File: src/rtl/srot_pkg.sv
`timescale 1ns/1ps
package srot_pkg;
  localparam int IDX_W   = 4;
  localparam int N_CONST = 1 << IDX_W;
  localparam int REC_W   = IDX_W + 2;
  localparam int MAG_W   = 31;
  localparam int FRAC    = 30;
  localparam int PROD_W  = 2 * MAG_W;
  localparam int PROD_FR = 2 * FRAC;
  localparam int FLT_W   = 32;
  localparam logic [MAG_W-1:0] ONE_M = MAG_W'(1) << FRAC;

  typedef struct packed {
    logic             s;
    logic [MAG_W-1:0] m;
  } sm_t;

  typedef enum logic [2:0] {
    ST_IDLE, ST_ROT_A, ST_ROT_B, ST_FIN_X, ST_FIN_Y, ST_FIN_S
  } st_t;

  // cos(atan(2^-j)) in unsigned Q1.30
  function automatic logic [MAG_W-1:0] gain_k(input logic [IDX_W-1:0] j);
    case (j)
      4'd0:  gain_k = 31'd759250125;
      4'd1:  gain_k = 31'd960383884;
      4'd2:  gain_k = 31'd1041682578;
      4'd3:  gain_k = 31'd1065450257;
      4'd4:  gain_k = 31'd1071650796;
      4'd5:  gain_k = 31'd1073217920;
      4'd6:  gain_k = 31'd1073610776;
      4'd7:  gain_k = 31'd1073709058;
      4'd8:  gain_k = 31'd1073733632;
      4'd9:  gain_k = 31'd1073739776;
      4'd10: gain_k = 31'd1073741312;
      4'd11: gain_k = 31'd1073741696;
      4'd12: gain_k = 31'd1073741792;
      4'd13: gain_k = 31'd1073741816;
      4'd14: gain_k = 31'd1073741822;
      4'd15: gain_k = 31'd1073741823;
    endcase
  endfunction
endpackage

File: src/rtl/srot_addsub.sv
`timescale 1ns/1ps
module srot_addsub #(
  parameter int MW = 31
) (
  input  logic          a_s,
  input  logic [MW-1:0] a_m,
  input  logic          b_s,
  input  logic [MW-1:0] b_m,
  input  logic          neg_b,
  output logic          r_s,
  output logic [MW-1:0] r_m,
  output logic          ovf
);
  logic          b_eff;
  logic [MW:0]   sum;
  logic [MW:0]   diff;

  always_comb begin
    b_eff = b_s ^ neg_b;
    sum   = {1'b0, a_m} + {1'b0, b_m};
    diff  = {1'b0, a_m} - {1'b0, b_m};
    ovf   = 1'b0;
    if (a_s == b_eff) begin
      r_m = sum[MW-1:0];
      r_s = a_s;
      ovf = sum[MW];
    end else if (diff[MW]) begin
      // negative difference: back to magnitude by two's complement
      r_m = ~diff[MW-1:0] + MW'(1);
      r_s = b_eff;
    end else begin
      r_m = diff[MW-1:0];
      r_s = (diff[MW-1:0] == '0) ? 1'b0 : a_s;
    end
  end
endmodule

File: src/rtl/srot_f32pack.sv
`timescale 1ns/1ps
module srot_f32pack #(
  parameter int IN_W  = 62,
  parameter int IN_FR = 60
) (
  input  logic            sg,
  input  logic [IN_W-1:0] mag,
  output logic [31:0]     bits
);
  localparam int POS_W   = $clog2(IN_W);
  localparam int EXP_OFF = 127 - IN_FR;
  localparam int MANT_W  = 23;

  logic [POS_W-1:0]  pos;
  logic [POS_W-1:0]  sh;
  logic [IN_W-1:0]   norm;
  logic              lead;
  logic [MANT_W-1:0] mant;
  logic              guard;
  logic              sticky;
  logic [7:0]        expo;
  logic              rnd;

  always_comb begin
    pos = '0;
    for (int i = 0; i < IN_W; i++) begin
      if (mag[i]) pos = POS_W'(i);
    end
    sh     = POS_W'(IN_W - 1) - pos;
    norm   = mag << sh;
    lead   = norm[IN_W-1];
    mant   = norm[IN_W-2 -: MANT_W];
    guard  = norm[IN_W-2-MANT_W];
    sticky = |norm[IN_W-3-MANT_W:0];
    expo   = 8'(pos) + 8'(EXP_OFF);
    rnd    = guard & (sticky | mant[0]);
    // mantissa carry ripples into the exponent field
    bits   = lead ? ({sg, expo, mant} + 32'(rnd)) : 32'd0;
  end
endmodule

File: src/rtl/srot_ctrl.sv
`timescale 1ns/1ps
module srot_ctrl
  import srot_pkg::*;
(
  input  logic clk,
  input  logic rst_ln,
  input  logic fifo_empty,
  input  logic rec_last,
  output logic fifo_rd,
  output st_t  state_o
);
  st_t st_q, st_d;

  always_comb begin
    fifo_rd = !fifo_empty &&
              ((st_q == ST_IDLE) || ((st_q == ST_ROT_B) && !rec_last));
    st_d = st_q;
    case (st_q)
      ST_IDLE:  if (fifo_rd) st_d = ST_ROT_A;
      ST_ROT_A: st_d = ST_ROT_B;
      ST_ROT_B: begin
        if (rec_last)     st_d = ST_FIN_X;
        else if (fifo_rd) st_d = ST_ROT_A;
        else              st_d = ST_IDLE;
      end
      ST_FIN_X: st_d = ST_FIN_Y;
      ST_FIN_Y: st_d = ST_FIN_S;
      default:  st_d = ST_IDLE;
    endcase
  end

  always_ff @(posedge clk or negedge rst_ln) begin
    if (!rst_ln) st_q <= ST_IDLE;
    else         st_q <= st_d;
  end

  assign state_o = st_q;

  a_r5_read_spacing: assert property (@(posedge clk) disable iff (!rst_ln)
    fifo_rd |=> !fifo_rd);
endmodule

File: src/rtl/sparse_rot_gain.sv
`timescale 1ns/1ps
module sparse_rot_gain
  import srot_pkg::*;
(
  input  logic             clk,
  input  logic             rst_n,
  input  logic             fifo_empty,
  input  logic [REC_W-1:0] fifo_data,
  output logic             fifo_rd,
  output logic [FLT_W-1:0] cos_out,
  output logic [FLT_W-1:0] sin_out,
  output logic             out_valid
);
  // reset: asserted asynchronously, released on the clock
  logic [1:0] rst_sync_q;
  logic       rst_ln;
  always_ff @(posedge clk or negedge rst_n) begin
    if (!rst_n) rst_sync_q <= '0;
    else        rst_sync_q <= {rst_sync_q[0], 1'b1};
  end
  assign rst_ln = rst_sync_q[1];

  st_t              state;
  logic [REC_W-1:0] rec_q, rec_d;
  logic [IDX_W-1:0] rec_idx;
  logic             rec_dir;
  logic             rec_last;
  assign rec_idx  = rec_q[IDX_W-1:0];
  assign rec_dir  = rec_q[IDX_W];
  assign rec_last = rec_q[IDX_W+1];

  sm_t               x_q, x_d, y_q, y_d, k_q, k_d, t_q, t_d;
  logic              pr_s_q, pr_s_d;
  logic [PROD_W-1:0] pr_m_q, pr_m_d;
  logic [FLT_W-1:0]  cos_q, cos_d, sin_q, sin_d;
  logic              vld_q, vld_d;

  srot_ctrl u_ctrl (
    .clk        (clk),
    .rst_ln     (rst_ln),
    .fifo_empty (fifo_empty),
    .rec_last   (rec_last),
    .fifo_rd    (fifo_rd),
    .state_o    (state)
  );

  // shared add/sub: first clock forms x', second clock forms y'
  sm_t              as_a, as_b;
  logic             as_neg, as_rs, as_ovf;
  logic [MAG_W-1:0] as_rm;
  always_comb begin
    if (state == ST_ROT_B) begin
      as_a   = y_q;
      as_b.s = x_q.s;
      as_b.m = x_q.m >> rec_idx;
      as_neg = rec_dir;
    end else begin
      as_a   = x_q;
      as_b.s = y_q.s;
      as_b.m = y_q.m >> rec_idx;
      as_neg = ~rec_dir;
    end
  end

  srot_addsub #(.MW(MAG_W)) u_addsub (
    .a_s   (as_a.s),
    .a_m   (as_a.m),
    .b_s   (as_b.s),
    .b_m   (as_b.m),
    .neg_b (as_neg),
    .r_s   (as_rs),
    .r_m   (as_rm),
    .ovf   (as_ovf)
  );

  // one multiplier: gain step during rotation, x*K and y*K at the end
  sm_t               mul_a, mul_b;
  logic              mul_s;
  logic [PROD_W-1:0] mul_m;
  always_comb begin
    case (state)
      ST_FIN_X: begin mul_a = x_q; mul_b = k_q; end
      ST_FIN_Y: begin mul_a = y_q; mul_b = k_q; end
      default: begin
        mul_a   = k_q;
        mul_b.s = 1'b0;
        mul_b.m = gain_k(rec_idx);
      end
    endcase
    mul_s = mul_a.s ^ mul_b.s;
    mul_m = PROD_W'(mul_a.m) * PROD_W'(mul_b.m);
  end

  logic [FLT_W-1:0] flt;
  srot_f32pack #(.IN_W(PROD_W), .IN_FR(PROD_FR)) u_pack (
    .sg   (pr_s_q),
    .mag  (pr_m_q),
    .bits (flt)
  );

  // next-state logic
  always_comb begin
    rec_d  = rec_q;
    x_d    = x_q;
    y_d    = y_q;
    k_d    = k_q;
    t_d    = t_q;
    pr_s_d = pr_s_q;
    pr_m_d = pr_m_q;
    cos_d  = cos_q;
    sin_d  = sin_q;
    vld_d  = 1'b0;
    if (fifo_rd) rec_d = fifo_data;
    case (state)
      ST_ROT_A: begin
        t_d    = '{s: as_rs, m: as_rm};
        pr_s_d = mul_s;
        pr_m_d = mul_m;
      end
      ST_ROT_B: begin
        x_d = t_q;
        y_d = '{s: as_rs, m: as_rm};
        k_d = '{s: 1'b0, m: pr_m_q[FRAC +: MAG_W]};
      end
      ST_FIN_X: begin
        pr_s_d = mul_s;
        pr_m_d = mul_m;
      end
      ST_FIN_Y: begin
        pr_s_d = mul_s;
        pr_m_d = mul_m;
        cos_d  = flt;
        x_d    = '{s: 1'b0, m: ONE_M};
        y_d    = '{s: 1'b0, m: '0};
        k_d    = '{s: 1'b0, m: ONE_M};
      end
      ST_FIN_S: begin
        sin_d = flt;
        vld_d = 1'b1;
      end
      default: ;
    endcase
  end

  // registers
  always_ff @(posedge clk or negedge rst_ln) begin
    if (!rst_ln) begin
      rec_q  <= '0;
      x_q    <= '{s: 1'b0, m: ONE_M};
      y_q    <= '{s: 1'b0, m: '0};
      k_q    <= '{s: 1'b0, m: ONE_M};
      t_q    <= '0;
      pr_s_q <= 1'b0;
      pr_m_q <= '0;
      cos_q  <= '0;
      sin_q  <= '0;
      vld_q  <= 1'b0;
    end else begin
      rec_q  <= rec_d;
      x_q    <= x_d;
      y_q    <= y_d;
      k_q    <= k_d;
      t_q    <= t_d;
      pr_s_q <= pr_s_d;
      pr_m_q <= pr_m_d;
      cos_q  <= cos_d;
      sin_q  <= sin_d;
      vld_q  <= vld_d;
    end
  end

  assign cos_out   = cos_q;
  assign sin_out   = sin_q;
  assign out_valid = vld_q;

  a_r1_no_read_when_empty: assert property (@(posedge clk) disable iff (!rst_ln)
    fifo_empty |-> !fifo_rd);
  a_r3_no_mag_overflow: assert property (@(posedge clk) disable iff (!rst_ln)
    ((state == ST_ROT_A) || (state == ST_ROT_B)) |-> !as_ovf);
  a_r8_single_strobe: assert property (@(posedge clk) disable iff (!rst_ln)
    out_valid |=> !out_valid);
  a_r8_cos_leads_sin: assert property (@(posedge clk) disable iff (!rst_ln)
    out_valid |-> $stable(cos_out));
  a_r9_read_blackout: assert property (@(posedge clk) disable iff (!rst_ln)
    out_valid |-> ($past(!fifo_rd, 1) && $past(!fifo_rd, 2) && $past(!fifo_rd, 3)));
  a_r10_stall_holds: assert property (@(posedge clk) disable iff (!rst_ln)
    ((state == ST_IDLE) && fifo_empty) |=> ($stable(x_q) && $stable(y_q) && $stable(k_q)));
endmodule

File: config.mk
export PLATFORM = sky130hd
export DESIGN_NAME = sparse_rot_gain
export DESIGN_NICKNAME = d
export VERILOG_FILES = /design/src/rtl/srot_pkg.sv /design/src/rtl/srot_addsub.sv /design/src/rtl/srot_f32pack.sv /design/src/rtl/srot_ctrl.sv /design/src/rtl/sparse_rot_gain.sv
export SDC_FILE = /design/constraint.sdc
export NUM_CORES = 2
export LEC_CHECK = 0
export BUFFER_PORTS_ARGS = -buffer_cell sky130_fd_sc_hd__buf_2
export CELL_PAD_IN_SITES_DETAIL_PLACEMENT = 2
export CELL_PAD_IN_SITES_GLOBAL_PLACEMENT = 2
export CORE_ASPECT_RATIO = 0.9
export CORE_MARGIN = 2
export CORE_UTILIZATION = 44
export CTS_CLUSTER_SIZE = 20
export DETAILED_ROUTE_END_ITERATION = 16
export PLACE_DENSITY = 0.86
export SYNTH_ARGS = -nofsm -noshare
export SYNTH_HDL_FRONTEND = slang
export SYNTH_SLANG_ARGS = --single-unit
export TNS_END_PERCENT = 100
File: constraint.sdc
create_clock -name clk -period 22.2 [get_ports clk]
set_input_delay 1.11 -clock clk [delete_from_list [all_inputs] [get_ports clk]]
set_output_delay 1.11 -clock clk [all_outputs]
set_load 0.05 [all_outputs]
==> metrics <==
detailed-route wire length per cell=35.6 µm; final setup violation count=0; combinational family with the most area after synthesis=adder cells; Post-Synthesis Cells=6556; cts-stage hold buffer count=0; buffer cell driving the clock tree root=sky130_fd_sc_hd__clkbuf_16; critical path required time=22.66 ns; synthesized-area fraction occupied by xor and xnor cells=2.70%; number of primary I/O pins=75; die width=373 µm; Post-Synthesis Cell Area=53800 µm²; number of enable flip-flop cells after synthesis=0; cell accounting for the most synthesized area=sky130_fd_sc_hd__fa_1; worst hold path type=in2async; Final TNS setup=0 ns; via count of the first global-routing pass=61200; sequential cell area fraction in the yosys report=12.4%; total grt overflow=0; max-slew violation count=6; number of antenna violations at the first check in global routing=18; Distinct cells, synth=106; H-Tree Level Count=1; number of vias in the routed layout=53700; RSZ-0062 raised after global routing=false; synthesized-area fraction occupied by and/or/nand/nor cells=17.3%; Net Count, Synth=7734; CTS tree=done; final net count=7544; number of sinks driven by the clock tree=266; placed wire-length estimate after detailed placement=204000 µm; type of the setup path with the least slack=reg2reg; highest-delay cell along the critical path=sky130_fd_sc_hd__a2111oi_0; violated checks=max-capacitance violations, max-slew violations; relative max-transition margin=-4.73%; fraction of the mapped netlist area in adder cells=38.9%; area fraction in compound gates after synthesis=13.9%; routed via count divided by cell count=6.71; worst setup skew after layout=0.0695 ns; count of max-cap constraint violations=1; Clk Latency, worst-skew pair=0.67 ns; largest driver fanout on the critical path=45; largest net degree at the start of global routing=76; total routing usage reported by global routing=45.2%; Mean Syn Cell Area=8.21 µm²; first-pass GRT wire length=419000 µm; die outline height=336 µm; PostCTS Resize Cnt=0; area share of the leading cell type in the synthesized netlist=31.2%; final routed DRC violation total=0; FF+latch count, synth=266; Least-Margin Pin Slew=1.57 ns; Most common cell on crit path=sky130_fd_sc_hd__fa_1; die area=125000 µm²; biggest area contributors in the synthesized netlist=sky130_fd_sc_hd__fa_1 31%, sky130_fd_sc_hd__dfrtp_1 12%, sky130_fd_sc_hd__nand2_1 9.1%; share of cells above drive strength 1=6.18%; buffers inserted by post-CTS timing repair=0; Setup crit start kind=register; CTS buffer count=30; most used flip-flop cell after synthesis=sky130_fd_sc_hd__dfrtp_1; register clock-pin slew on the reported worst setup and hold paths=0.07 ns; outcome=finished, violations left; Max Clock Freq=69.4 MHz; Initial DRC Count=5797; endpoint arrival time on the critical path=14.87 ns; maximum cell stage delay along the critical path=0.84 ns; count of warnings emitted by yosys=0; wire length after detailed routing=285000 µm; final worst path period need=14.42 ns; crit path capture type=register; effective utilization at floorplan=44.4%; signed area change from the synthesized netlist to the final layout=5.39%; number of fill cells=13400; routability-driven placement congestion ratio=0.949; mux cell area share after synthesis=4.67%; Tcrit/Tclk final=64.9%; share of synthesized registers carrying an async set or reset=100%; final count of hold timing violations=0; area inside the core boundary=121000 µm²; buffer depth of the longest clock path=3; router iterations before antenna repair=6; number of I/O port buffers=74; antenna-violating nets left=0; standard-cell row count=121
-- layout by cell type (no fill, tap or decap), types with 18 or more instances in the layout --
cell type / n
sky130_fd_sc_hd__a211oi_1: 49
sky130_fd_sc_hd__a21o_1: 81
sky130_fd_sc_hd__a21oi_1: 221
sky130_fd_sc_hd__a22o_1: 91
sky130_fd_sc_hd__a22oi_1: 52
sky130_fd_sc_hd__a311oi_1: 25
sky130_fd_sc_hd__a31oi_1: 19
sky130_fd_sc_hd__and2_1: 66
sky130_fd_sc_hd__buf_2: 74
sky130_fd_sc_hd__buf_4: 130
sky130_fd_sc_hd__clkbuf_16: 30
sky130_fd_sc_hd__dfrtp_1: 262
sky130_fd_sc_hd__fa_1: 839
sky130_fd_sc_hd__ha_1: 328
sky130_fd_sc_hd__inv_1: 993
sky130_fd_sc_hd__mux2_2: 28
sky130_fd_sc_hd__mux2i_1: 191
sky130_fd_sc_hd__nand2_1: 1300
sky130_fd_sc_hd__nand2b_1: 45
sky130_fd_sc_hd__nand3_1: 86
sky130_fd_sc_hd__nand4_1: 23
sky130_fd_sc_hd__nor2_1: 401
sky130_fd_sc_hd__nor3_1: 80
sky130_fd_sc_hd__nor4_1: 31
sky130_fd_sc_hd__o211ai_1: 33
sky130_fd_sc_hd__o21a_1: 24
sky130_fd_sc_hd__o21ai_0: 260
sky130_fd_sc_hd__o31ai_1: 46
sky130_fd_sc_hd__or3_1: 27
sky130_fd_sc_hd__or4_1: 18
sky130_fd_sc_hd__xnor2_1: 97
sky130_fd_sc_hd__xor2_1: 69
-- final cells by class --
| class | count | area, µm² | area share, % |
|---|---|---|---|
| multi-input cells | 4865 | 41900 | 73.9 |
| clock inverters | 15 | 183 | 0.322 |
| repair buffers | 204 | 1350 | 2.37 |
| inverters | 999 | 3750 | 6.61 |
| well taps | 1599 | 2000 | 3.53 |
| flip-flops and latches | 266 | 6660 | 11.7 |
| clock buffers | 38 | 831 | 1.46 |
| diodes | 8 | 20.0 | 0.0353 |
-- cell families after synthesis --
logic type	after synthesis
DFF	266
buffers and inverters	1425
muxes	233
adders and majority gates	1169
and+or+nand+nor	2184
xor gates and xnor gates	166
other	1
AOI/OAI and AO/OA	1112
-- critical path: cells and delay by family (launching register included) --
kind	cells	cell delay, ns
fa+ha+maj	9	4.52
compound gates	12	3.78
buf+inv	12	2.58
xor+xnor	1	0.21
simple gates	7	2.29
flops	1	0.70
-- layer usage --
| metal | up-vias | wire length [µm] | GRT usage, % |
|---|---|---|---|
| li1 | 20700 | - | - |
| met1 | 27400 | 101000 | 52.1 |
| met2 | 3861 | 128000 | 71.3 |
| met3 | 1690 | 31400 | 14.8 |
| met4 | 20 | 24700 | 32.0 |
| met5 | - | 232 | 0 |
-- Yosys cell counts, drive strengths merged, types with 15 or more instances --
| master | count |
|---|---|
| a211oi | 52 |
| a21o | 81 |
| a21oi | 231 |
| a221oi | 15 |
| a22o | 91 |
| a22oi | 53 |
| a311oi | 26 |
| a31oi | 23 |
| and2 | 68 |
| and3 | 16 |
| buf | 72 |
| clkbuf | 354 |
| dfrtp | 264 |
| fa | 839 |
| ha | 330 |
| inv | 995 |
| mux2 | 31 |
| mux2i | 191 |
| nand2 | 1304 |
| nand2b | 45 |
| nand3 | 89 |
| nand4 | 24 |
| nor2 | 412 |
| nor2b | 17 |
| nor3 | 86 |
| nor4 | 32 |
| o211ai | 33 |
| o21a | 25 |
| o21ai | 276 |
| o21bai | 15 |
| o22ai | 17 |
| o31ai | 49 |
| or2 | 19 |
| or3 | 27 |
| or4 | 20 |
| xnor2 | 97 |
| xor2 | 69 |
-- final timing paths --
kind | start | slack, ns | endpoint | cells after the start
worst max-delay path | u_ctrl.state_o[2] | 7.78 | pr_m_q[56] | 41
worst min-delay path | rst_n | 0.23 | rst_sync_q[0] | 1
worst max register to register | u_ctrl.state_o[2] | 7.78 | pr_m_q[56] | 41
worst min register to register | rst_sync_q[1] | 0.39 | cos_out[18] | 0
max in group asynchronous | rst_sync_q[1] | 19.20 | pr_m_q[5] | 2
min in group clk | rst_sync_q[0] | 0.44 | rst_sync_q[1] | 0
-- stage by stage --
| step | std cells | utilization, % | area [µm²] | setup WS (ns) | hold slack, ns |
|---|---|---|---|---|---|
| final | 7994 | 46.8 | 56700 | 7.78 | 0.229 |
| after global routing | 7987 | 46.8 | 56700 | 7.64 | 0.221 |
| after detailed placement | 7933 | 46.0 | 55700 | 8.96 | 0.346 |
| after floorplan | 6556 | - | 53800 | 11.91 | 0.331 |
| after CTS | 7986 | 46.8 | 56700 | 8.52 | 0.220 |
| after global placement | 7933 | 46.0 | 55700 | 10.08 | 0.340 |
-- registers in the layout (all words and copies together), names as in the netlist --
name	flops
out_valid	1
pr_m_q	62
cos_out	32
pr_s_q	1
sin_out	32
y_q	32
rec_q	6
rst_sync_q	2
x_q	32
u_ctrl.state_o	3
k_q	31
t_q	32
Power is left out: the tool's default activity adds up to more than one toggle a clock period on the data nets, which glitch-free logic cannot reach.
